## src/rtl/wrmon_pkg.sv

```systemverilog
package wrmon_pkg;

  typedef enum logic [2:0] {
    ST_IDLE,
    ST_FILL,
    ST_SEND,
    ST_SWAIT,
    ST_SBITS,
    ST_SSTOP,
    ST_BUSY
  } wr_state_e;

  // flag bank bit positions
  localparam int FLG_DONE   = 0;
  localparam int FLG_CRC    = 1;
  localparam int FLG_FRAME  = 2;
  localparam int FLG_BUSYTO = 3;
  localparam int FLG_FIFOTO = 4;
  localparam int FLG_N      = 5;

  localparam logic [2:0] STAT_GOOD = 3'b010;

endpackage

```

## src/rtl/wrmon_timer.sv

```systemverilog
module wrmon_timer #(
  parameter int W = 16
) (
  input  logic         clk,
  input  logic         rst_n,
  input  logic         load,
  input  logic         tick,
  input  logic [W-1:0] value,
  output logic         expired
);

  logic [W-1:0] cnt_q, cnt_d;

  always_comb begin
    cnt_d = cnt_q;
    if (load)
      cnt_d = value;
    else if (tick && (cnt_q != '0))
      cnt_d = cnt_q - 1'b1;
  end

  always_ff @(posedge clk or negedge rst_n) begin
    if (!rst_n) cnt_q <= '0;
    else        cnt_q <= cnt_d;
  end

  assign expired = (cnt_q == '0);

endmodule

```

## src/rtl/wrmon_frame.sv

```systemverilog
module wrmon_frame #(
  parameter int NBITS = 3
) (
  input  logic             clk,
  input  logic             rst_n,
  input  logic             shift,
  input  logic             bit_in,
  output logic [NBITS-1:0] stat
);

  logic [NBITS-1:0] stat_q, stat_d;

  always_comb begin
    stat_d = stat_q;
    if (shift) stat_d = {stat_q[NBITS-2:0], bit_in};
  end

  always_ff @(posedge clk or negedge rst_n) begin
    if (!rst_n) stat_q <= '0;
    else        stat_q <= stat_d;
  end

  assign stat = stat_q;

endmodule

```

## src/rtl/wrmon_flags.sv

```systemverilog
module wrmon_flags #(
  parameter int N = 5
) (
  input  logic         clk,
  input  logic         rst_n,
  input  logic         clr,
  input  logic [N-1:0] set,
  output logic [N-1:0] flags
);

  logic [N-1:0] flg_q, flg_d;

  // a new event in the clear cycle survives the clear
  always_comb begin
    if (clr) flg_d = set;
    else     flg_d = flg_q | set;
  end

  always_ff @(posedge clk or negedge rst_n) begin
    if (!rst_n) flg_q <= '0;
    else        flg_q <= flg_d;
  end

  assign flags = flg_q;

endmodule

```

## src/rtl/emmc_wr_resp_mon.sv

```systemverilog
module emmc_wr_resp_mon
  import wrmon_pkg::*;
#(
  parameter int LVL_W = 12,
  parameter int CNT_W = 8,
  parameter int TMO_W = 16
) (
  input  logic             clk,
  input  logic             rst_n,
  input  logic             samp_en,
  input  logic             dat0,
  input  logic [LVL_W-1:0] fifo_level,
  input  logic [LVL_W-1:0] blk_len,
  input  logic [CNT_W-1:0] blk_cnt,
  input  logic [TMO_W-1:0] tmo_val,
  input  logic             start_single,
  input  logic             start_multi,
  input  logic             blk_sent,
  input  logic             clr_sb,
  input  logic             clr_mb,
  output logic             blk_go,
  output logic             busy_live,
  output logic [2:0]       crc_stat,
  output logic [FLG_N-1:0] sb_flags,
  output logic [FLG_N-1:0] mb_flags
);

  localparam int NBANK = 2;
  localparam int STATW = 3;

  wr_state_e        state_q, state_d;
  logic             mode_q, mode_d;        // 1: multi-block run
  logic [CNT_W-1:0] left_q, left_d;
  logic [1:0]       bit_q, bit_d;
  logic             dat0_q;
  logic             tmo_exp, tmo_load, shift;
  logic [FLG_N-1:0] evt;
  logic [STATW-1:0] stat;
  logic [FLG_N-1:0] set_v [NBANK];
  logic [FLG_N-1:0] flg_v [NBANK];
  logic             clr_v [NBANK];

  // next-state process
  always_comb begin
    state_d = state_q;
    mode_d  = mode_q;
    left_d  = left_q;
    bit_d   = bit_q;
    shift   = 1'b0;
    evt     = '0;
    unique case (state_q)
      ST_IDLE: begin
        if (start_single) begin
          state_d = ST_FILL;
          mode_d  = 1'b0;
          left_d  = CNT_W'(1);
        end else if (start_multi) begin
          state_d = ST_FILL;
          mode_d  = 1'b1;
          left_d  = blk_cnt;
        end
      end
      ST_FILL: begin
        if (fifo_level >= blk_len) begin
          state_d = ST_SEND;
        end else if (samp_en && tmo_exp) begin
          evt[FLG_FIFOTO] = 1'b1;
          state_d         = ST_IDLE;
        end
      end
      ST_SEND: begin
        if (blk_sent) state_d = ST_SWAIT;
      end
      ST_SWAIT: begin
        if (samp_en) begin
          if (!dat0) begin
            state_d = ST_SBITS;
            bit_d   = '0;
          end else if (tmo_exp) begin
            evt[FLG_FRAME] = 1'b1;
            state_d        = ST_IDLE;
          end
        end
      end
      ST_SBITS: begin
        if (samp_en) begin
          shift = 1'b1;
          if (bit_q == 2'(STATW - 1)) state_d = ST_SSTOP;
          else                        bit_d   = bit_q + 1'b1;
        end
      end
      ST_SSTOP: begin
        if (samp_en) begin
          if (!dat0) begin
            evt[FLG_FRAME] = 1'b1;
            state_d        = ST_IDLE;
          end else if (stat != STAT_GOOD) begin
            evt[FLG_CRC] = 1'b1;
            state_d      = ST_IDLE;
          end else begin
            state_d = ST_BUSY;
          end
        end
      end
      ST_BUSY: begin
        if (samp_en) begin
          if (dat0) begin
            if (left_q <= CNT_W'(1)) begin
              evt[FLG_DONE] = 1'b1;
              state_d       = ST_IDLE;
            end else begin
              left_d  = left_q - 1'b1;
              state_d = ST_FILL;
            end
          end else if (tmo_exp) begin
            evt[FLG_BUSYTO] = 1'b1;
            state_d         = ST_IDLE;
          end
        end
      end
      default: state_d = ST_IDLE;
    endcase
  end

  // every phase entry reloads the shared timeout
  assign tmo_load = (state_d != state_q);

  // register process
  always_ff @(posedge clk or negedge rst_n) begin
    if (!rst_n) begin
      state_q <= ST_IDLE;
      mode_q  <= 1'b0;
      left_q  <= '0;
      bit_q   <= '0;
      dat0_q  <= 1'b1;
    end else begin
      state_q <= state_d;
      mode_q  <= mode_d;
      left_q  <= left_d;
      bit_q   <= bit_d;
      if (samp_en) dat0_q <= dat0;
    end
  end

  wrmon_timer #(.W(TMO_W)) u_timer (
    .clk     (clk),
    .rst_n   (rst_n),
    .load    (tmo_load),
    .tick    (samp_en),
    .value   (tmo_val),
    .expired (tmo_exp)
  );

  wrmon_frame #(.NBITS(STATW)) u_frame (
    .clk    (clk),
    .rst_n  (rst_n),
    .shift  (shift),
    .bit_in (dat0),
    .stat   (stat)
  );

  assign clr_v[0] = clr_sb;
  assign clr_v[1] = clr_mb;

  for (genvar g = 0; g < NBANK; g++) begin : g_bank
    assign set_v[g] = (mode_q == (g != 0)) ? evt : '0;
    wrmon_flags #(.N(FLG_N)) u_flags (
      .clk   (clk),
      .rst_n (rst_n),
      .clr   (clr_v[g]),
      .set   (set_v[g]),
      .flags (flg_v[g])
    );
  end

  assign sb_flags  = flg_v[0];
  assign mb_flags  = flg_v[1];
  assign blk_go    = (state_q == ST_SEND);
  assign busy_live = ~dat0_q;
  assign crc_stat  = stat;

endmodule

```

## config.mk

```make
export PLATFORM = sky130hd
export DESIGN_NAME = emmc_wr_resp_mon
export DESIGN_NICKNAME = d
export VERILOG_FILES = /design/src/rtl/wrmon_pkg.sv /design/src/rtl/wrmon_timer.sv /design/src/rtl/wrmon_frame.sv /design/src/rtl/wrmon_flags.sv /design/src/rtl/emmc_wr_resp_mon.sv
export SDC_FILE = /design/constraint.sdc
export NUM_CORES = 1
export LEC_CHECK = 0
export BUFFER_PORTS_ARGS = -buffer_cell sky130_fd_sc_hd__buf_2
export CAP_MARGIN = 20
export CORE_ASPECT_RATIO = 0.5
export CORE_MARGIN = 4
export CORE_UTILIZATION = 49
export DETAILED_ROUTE_END_ITERATION = 8
export PLACE_DENSITY = 0.77
export SLEW_MARGIN = 20
export SYNTH_ARGS = -nofsm -noshare
export SYNTH_HDL_FRONTEND = slang
export SYNTH_SLANG_ARGS = --single-unit
```

## constraint.sdc

```tcl
create_clock -name clk -period 2.5 [get_ports clk]
set_input_delay 0.125 -clock clk [delete_from_list [all_inputs] [get_ports clk]]
set_output_delay 0.125 -clock clk [all_outputs]
set_load 0.01 [all_outputs]
```

==> metrics.csv, run 1 <==
metric,value,unit
antenna_cells,0,
critPathArrivalTime,2.74,ns
num-nets-final,527,
ys.flop_type,dfrtp_1,
die-area,0.007453,mm^2
wl_met2,4.119,mm
grt.overflow.total,0,
synth_top_area_share,36.20,%
wl_met1,3.250,mm
setup-violations-final,16,
setup_tns,-0.7841,ns
stdcell_area,0.004069,mm^2
finish.utilization,71.61,%
grt_pass1_wl,13.57,mm
die_h,63.08,um
ys_seq_area_share,37.08,%
violations,negative setup slack,
yosysWarnings,0,
syn-num-nets,395,
setup_ws,-0.07101,ns
first_global_vias,2998,
dpl.cell_count,515,
reg2reg_from,u_timer.cnt_q[7],
syn-cell-area,0.002973,mm^2
worst-setup-path-type,reg -> reg,
antenna_found_initial,0,
clk_latency,0.28,ns
drt_pass1_iterations,4,
root_buffer,clkbuf_16,
top_layer,met4,
place_hpwl,6.071,mm
gp_congestion,0.9297,
cts.sinks,44,
wl_met3,334,um
ir_worst_vdd,770.1,uV
grt_max_degree,45,
ioPinCount,72,
fill_cells,423,
drtIter0Drc,262,
yosys.area.top_type,dfrtp_1,
worstMarginPinSlew,0.6304,ns
syn_inst,322,
cts_tree,built,
syn_area_per_cell,9.232,um^2
clkTransAtPathRegs,0.06,ns
worstPathRequired,2.67,ns
htree_levels,2,
cp-end-kind,flop,
rsz0062_at_grt,true,
cp-startpoint,u_timer.cnt_q[7],
grtUsageTotal,21.81,%
synth-seq-cells,44,
whs,0.04370,ns
initial_core_util,52.32,%
drc_errors,0,
place_area,0.003834,mm^2
hold_class,in -> reg,
hold_path.startpoint,clr_sb,
ant_nets,0,
final_common_cell,buf_2,
synth_area_leaders,"dfrtp_1 36%, ha_1 6.7%, mux2_4 4.5%",
clock_skew,0.002432,ns
final_cell_mix,"70 x buf_2, 64 x buf_4, 43 x dfrtp_1, 26 x inv_1, 26 x a21oi_1",
report.power.total,4.538,mW
slew_violations,0,
status,finished with violations,
relSlewSlack,57.42,%
fin_cells,528,
die_w,118.2,um
areaGrowthSynthToFinish,36.87,%
p_leak,2.050,nW
drive_gt1_share,39.12,%
finalCritPeriodShare,102.8,%
core_area,0.005682,mm^2
synth_edf_count,0,
ys_async_sr_fraction,100.0,%
pre_cts_ws,-0.3608,ns
std_cell_rows,19,
cts_buffers,5,
drv_cap,0,
wl,7.872,mm
num_vias,2911,
routed_via_density,5.513,
max-clock-path-buffers,2,
p_per_area,1115,mW/mm^2
min_period,2.571,ns
port_buffers,71,
fmax,389.0,MHz
synth_cell_types,55,
startpoint_type,flop,
hold_violations,0,
wl_per_cell,14.91,um
path_max_fanout,5,
final cells by class:
class | instances | area (um^2) | share of cell area (%)
well taps | 73 | 91.34 | 2.245
repair buffers | 138 | 883.3 | 21.71
clock inverters | 2 | 35.03 | 0.8610
inverters | 26 | 97.59 | 2.399
clock buffers | 6 | 128.9 | 3.167
multi-input cells | 239 | 1730 | 42.53
flip-flops and latches | 44 | 1102 | 27.09
worst max-delay path, stage by stage, from the launching register on:
cell,delay [ns]
dfrtp_1,0.38
or4_4,0.57
nor4b_4,0.35
nand4_2,0.22
a221oi_4,0.36
nor4_4,0.11
buf_4,0.19
mux2_4,0.29
synthesized netlist by cell type, types with 3 or more instances:
master / n
a211oi_1: 4
mux2_4: 9
nand2b_1: 5
dfrtp_1: 43
o2bb2ai_1: 6
o211ai_1: 4
nand4_1: 3
a21oi_1: 26
a32o_1: 4
xnor2_1: 6
nor3_1: 11
clkbuf_1: 5
ha_1: 16
inv_1: 26
nor2_1: 21
buf_2: 3
a31oi_1: 5
nand3_1: 12
xor2_1: 7
o21ai_0: 24
o41ai_1: 3
mux2i_1: 4
nand2_1: 22
buf_1: 3
nor3b_1: 3
mux2_2: 9
nor2b_1: 4
cell families after synthesis:
family	synth area share, %
AOI/OAI and AO/OA	19.19
xor gates and xnor gates	3.830
adders and majority gates	6.734
buffers and inverters	5.555
DFF	37.08
muxes	9.302
and+or+nand+nor	18.31
report_power, final:
group / total, mW / switching (mW) / internal [mW]
Clock: 0.732 / 0.262 / 0.470
Combinational: 2.63 / 1.22 / 1.41
Sequential: 1.17 / 0.180 / 0.994
path summary, 6_finish.rpt:
path                                                   end  cells past startpoint  slack [ns]
worst max-delay path                      u_timer.cnt_q[9]                      7       -0.07
worst min-delay path            g_bank[0].u_flags.flags[4]                      2        0.04
worst max register to register            u_timer.cnt_q[9]                      7       -0.07
worst min register to register                      dat0_q                      2        0.48
max in group asynchronous                           dat0_q                      2        1.74
min in group asynchronous                 u_timer.cnt_q[1]                      2        0.37
state kept, by name, indices dropped and copies added (netlist names):
register              flops
bit_q                     2
dat0_q                    1
g_bank.u_flags.flags     10
left_q                    8
mode_q                    1
state_q                   3
u_frame.stat              3
u_timer.cnt_q            16
metal layers:
| metal | global-route usage, % | vias to the layer above |
|---|---|---|
| met5 | 0 | - |
| met4 | 7.153 | 0 |
| met3 | 3.575 | 17 |
| met2 | 41.22 | 83 |
| met1 | 25.35 | 1372 |
| li1 | - | 1439 |
what timing repair did:
item	CTS	global route
hold buffers	0	1
gates resized for setup	5	2
pin swaps	1	0
hold endpoints to repair	0	43
buffers inserted	3	0
endpoints found under the setup margin	11	16
gates cloned	0	1
(Power assumes the default switching activity.)
==> inputs of run 2 (changes only) <==
Settings changed: MAX_ROUTING_LAYER from default to met4.
==> run 2 against run 1 <==
Net effect:
- first-iteration DRC count is 41% lower
- the flow still finishes with violations (negative setup slack)
- sequential power about the same
- worst hold slack improved by 0.0024 ns
- global-route usage up 1.3 points
- flip-flop and latch count did not move
- fmax rose by 1.5%
- design area up 1.8%
==> metrics.csv, run 2 (same netlist as run 1, synthesis figures left out) <==
metric,value,unit
cp-end-kind,flop,
rsz0062_at_grt,true,
finalCritPeriodShare,101.3,%
grtUsageTotal,23.12,%
fmax,394.7,MHz
num-nets-final,534,
gp_congestion,0.9090,
root_buffer,clkbuf_16,
final_common_cell,buf_2,
pre_cts_ws,-0.2509,ns
max_stage_delay,0.56,ns
p_switching,1.673,mW
wl,8.140,mm
first_global_vias,3174,
max-clock-path-buffers,2,
seqPwrFrac,25.5,%
report.power.total,4.582,mW
fill_cells,402,
hold_class,in -> reg,
setup_ws,-0.03328,ns
p_per_area,1106,mW/mm^2
hold_violations,0,
dpl.cell_count,521,
antenna_found_initial,0,
startpoint_type,flop,
grt_max_degree,45,
worstMarginPinSlew,0.6233,ns
cts_buffers,5,
ir_worst_vdd,683.0,uV
regMostFlops,u_timer.cnt_q,
p_leak,2.090,nW
routed_via_density,5.649,
drc_errors,0,
internal_power,2.909,mW
stdcell_area,0.004141,mm^2
place_hpwl,6.274,mm
worst-setup-path-type,reg -> reg,
std_cell_rows,19,
worstPathRequired,2.67,ns
setup-violations-final,15,
swShare,36.51,%
drv_cap,0,
path_buf_inv,2,
final_cell_mix,"71 x buf_2, 69 x buf_4, 43 x dfrtp_1, 26 x inv_1, 26 x a21oi_1",
fin_cells,535,
die_h,63.08,um
areaGrowthSynthToFinish,39.31,%
clockPowerShare,16.0,%
critPathArrivalTime,2.70,ns
setup_tns,-0.3383,ns
htree_levels,2,
die-area,0.007453,mm^2
initial_core_util,52.32,%
ioPinCount,72,
clkTransAtPathRegs,0.06,ns
grt_pass1_wl,13.98,mm
core_area,0.005682,mm^2
drtIter0Drc,154,
finish.utilization,72.89,%
cts_tree,built,
die_w,118.2,um
ant_nets,0,
cp_top_family,simple AND/OR/NAND/NOR gates,
p_comb_share,58.5,%
port_buffers,71,
largest_reg_flops,16,
cts.sinks,44,
antenna_cells,0,
whs,0.04610,ns
drt_pass1_iterations,5,
grt.overflow.total,0,
num_vias,3022,
slew_violations,0,
status,finished with violations,
path_max_fanout,5,
wl_per_cell,15.21,um
drive_gt1_share,40.48,%
critical_path.slowest_cell,or4_4,
clock_skew,0.003904,ns
place_area,0.003895,mm^2
relSlewSlack,57.90,%
clk_latency,0.28,ns
violations,negative setup slack,
min_period,2.533,ns
path_cells,or4_4 -> nor4b_4 -> buf_4 -> and3_2 -> nor3_1 -> nor2_2 -> nor4_4 -> buf_6 -> mux2_4,
==> run 2: cell types whose count changed in the layout (fill, tap and decap cells not counted) <==
cell	change
buf_12	+1
buf_2	+1
buf_4	+5
nand3_1	-1
nand3_2	+1
nor3_1	+1
nor3_2	-1
o21ai_0	-1
o21ai_2	+1
o2bb2ai_1	-1
o2bb2ai_2	+1
==> run 2: what timing repair did <==
action	in CTS	in global routing
cloned	1	0
gates resized for setup	1	7
buffers inserted	4	0
endpoints found under the setup margin	12	18
endpoints found under the hold margin	0	43
hold buffers	0	1
pin swaps	5	6
==> run 2: cell type report <==
cell class / instances / area [um^2] / share of cell area (%)
sequential: 44 / 1102 / 26.62
clock buffer: 6 / 128.9 / 3.112
inverter: 26 / 97.59 / 2.356
timing repair buffer: 145 / 945.9 / 22.84
clock inverter: 2 / 35.03 / 0.8459
multi-input combinational: 239 / 1740 / 42.02
tap: 73 / 91.34 / 2.205
==> run 2: final timing paths <==
kind                             startpoint                         end  slack, ns  cells after the start
setup reg to reg           u_timer.cnt_q[4]           u_timer.cnt_q[12]      -0.03                      9
max in group asynchronous             rst_n                      dat0_q       1.73                      2
hold reg to reg                      dat0_q                      dat0_q       0.48                      2
min in group asynchronous             rst_n            u_timer.cnt_q[1]       0.37                      2
setup / recovery           u_timer.cnt_q[4]           u_timer.cnt_q[12]      -0.03                      9
hold / removal                       clr_sb  g_bank[0].u_flags.flags[4]       0.05                      2
==> run 2: power by group through the flow <==
stage | sequential, mW | combinational [mW] | clock [mW]
2_1_floorplan | 1.21 | 1.45 | 0
3_3_place_gp | 1.16 | 2.39 | 0
3_5_place_dp | 1.18 | 2.53 | 0
4_1_cts | 1.17 | 2.64 | 0.751
5_1_grt | 1.20 | 2.92 | 0.790
6_report | 1.17 | 2.68 | 0.735
==> run 2: metal layers <==
metal / vias up / global-route usage, % / part of all wire (%)
met5: - / - / 0
met4: 0 / 7.591 / 1.9
met3: 22 / 4.200 / 4.8
met2: 99 / 43.00 / 53
met1: 1454 / 25.27 / 41
li1: 1447 / - / -
==> inputs of run 3 (changes only) <==
Settings changed: CORE_UTILIZATION 49 to 50, CTS_BUF_LIST from default to sky130_fd_sc_hd__clkbuf_4, PLACE_DENSITY 0.77 to 0.78, SYNTH_HIERARCHICAL from default to 1.
==> run 3 against run 2 <==
Net effect:
- the run still ends with negative setup slack left
- combinational power down 14%
- power down 10%
- clock power down 35%
- critical path depth up 3
- sequential power up 13%
- clock-buffer cell count down 1
- cell count down 2.8%
- critical endpoint is now u_timer/cnt_q[12]
- highest routed layer unchanged
==> metrics.csv, run 3 <==
metric,value,unit
status,finished with violations,
violations,negative setup slack,
largest_reg_flops,16,
drt_pass1_iterations,4,
worstPathRequired,2.79,ns
ioPinCount,72,
stdcell_area,0.003984,mm^2
pre_cts_ws,-0.07929,ns
htree_levels,2,
finish.utilization,71.01,%
worstMarginPinSlew,0.6605,ns
regMostFlops,u_timer/cnt_q,
slew_violations,0,
startpoint_type,flop,
rsz0062_at_grt,true,
cts_tree,built,
ys.flop_type,dfrtp_1,
place_hpwl,5.497,mm
drive_gt1_share,37.36,%
worst-setup-path-type,reg -> reg,
p_per_area,1030,mW/mm^2
ys_seq_area_share,37.20,%
swShare,42.55,%
p_switching,1.746,mW
whs,0.02836,ns
hold_violations,0,
fin_cells,520,
yosys.area.top_type,dfrtp_1,
core_area,0.005610,mm^2
die-area,0.007296,mm^2
clk_latency,0.39,ns
critPathArrivalTime,2.83,ns
setup-violations-final,5,
cts_buffers,5,
port_buffers,71,
syn_area_per_cell,9.006,um^2
setup_tns,-0.07583,ns
syn_inst,329,
cp-end-kind,flop,
cts.sinks,44,
relSlewSlack,55.59,%
seqPwrFrac,32.2,%
clkTransAtPathRegs,0.15,ns
path_max_fanout,4,
die_w,116.9,um
std_cell_rows,19,
synth-seq-cells,44,
final_common_cell,buf_2,
p_leak,1.983,nW
r2r_setup_slack,-0.04,ns
synth_cell_types,66,
initial_core_util,52.81,%
ant_nets,0,
root_buffer,clkbuf_4,
clockPowerShare,11.7,%
routed_via_density,5.717,
syn-cell-area,0.002963,mm^2
report.power.total,4.104,mW
num_vias,2973,
die_h,62.43,um
synthTopCellsByCount,"43 x dfrtp_1, 25 x a21oi_1, 25 x nand2_1",
clock_skew,0.01892,ns
ys_async_sr_fraction,100.0,%
dpl.cell_count,476,
yosysMostFrequentCell,dfrtp_1,
grtUsageTotal,23.29,%
syn-num-nets,402,
fmax,393.1,MHz
num-nets-final,519,
drc_errors,0,
wl,8.235,mm
drtIter0Drc,185,
wl_per_cell,15.84,um
grt_pass1_wl,13.32,mm
antenna_found_initial,0,
synth_top_area_share,36.32,%
p_comb_share,56.1,%
internal_power,2.358,mW
setup_ws,-0.04380,ns
yosysWarnings,6,
areaGrowthSynthToFinish,34.46,%
min_period,2.544,ns
place_area,0.003472,mm^2
synth_edf_count,0,
antenna_cells,0,
synth_area_leaders,"dfrtp_1 36%, ha_1 6.8%, a21oi_1 4.2%",
grt_max_degree,45,
final_cell_mix,"70 x buf_2, 41 x dfrtp_1, 32 x buf_4, 23 x nor2_1, 23 x a21oi_1",
finalCritPeriodShare,101.8,%
max-clock-path-buffers,2,
ir_worst_vdd,756.5,uV
grt.overflow.total,0,
drv_cap,0,
gp_congestion,0.8882,
hold_class,in -> reg,
first_global_vias,2957,
run 3: power groups by stage:
stage          Sequential (mW)  Combinational (mW)  Clock, mW
2_1_floorplan             1.22                1.31          0
3_5_place_dp              1.31                1.73          0
4_1_cts                   1.30                2.00      0.491
5_1_grt                   1.36                2.52      0.527
6_report                  1.32                2.30      0.481
3_3_place_gp              1.28                1.66          0
run 3: what timing repair did:
action	in CTS	in global routing
pin swaps	7	7
endpoints found under the hold margin	59	0
hold buffers	17	0
buffers inserted	12	6
resized for setup	7	27
endpoints found under the setup margin	11	16
cloned	0	1
run 3: critical path, cell delays in order (launching register included):
cell and delay [ns]:
dfrtp_1 0.42, inv_2 0.09, ha_4 0.13, nor4b_4 0.21, nand2_2 0.11, or3_4 0.36, inv_4 0.08, o21ai_2 0.06
a21oi_2 0.16, o2111a_1 0.18, a311o_1 0.22, buf_6 0.15, mux2_4 0.29
run 3: cell type report:
cell class              count  area [um^2]
well taps                  73        91.34
clock inverters             3        46.29
clock buffers               5        37.54
repair buffers            124        825.8
fillers                   419         1627
flip-flops and latches     44         1105
inverters                  26        102.6
multi-input cells         245         1775
run 3: per-layer routing:
| layer | track usage, % | routed length [um] | vias up |
|---|---|---|---|
| met4 | 7.868 | 125 | 0 |
| met1 | 28.22 | 3533 | 1445 |
| met2 | 38.60 | 4222 | 83 |
| li1 | - | - | 1428 |
| met5 | - | 0 | - |
| met3 | 5.029 | 354 | 17 |
run 3: worst paths after layout:
check	start	endpoint	cells past startpoint
min reg2reg	g_bank[0].u_flags/flags[2]	g_bank[0].u_flags/flags[2]	1
max in group asynchronous	rst_n	left_q[0]	2
max	u_timer/cnt_q[1]	u_timer/cnt_q[12]	12
min	blk_cnt[7]	left_q[7]	3
max reg2reg	u_timer/cnt_q[1]	u_timer/cnt_q[12]	12
min in group asynchronous	rst_n	left_q[7]	2
run 3: cells by family after synthesis:
family	after synthesis	share of synthesized area [%]
AND/OR/NAND/NOR	116	24.49
AO/OA/AOI/OAI	99	21.07
flip-flops	44	37.20
buffers and inverters	40	5.870
adder cells (fa/ha/maj)	16	6.757
XOR/XNOR	7	2.069
multiplexers	7	2.534
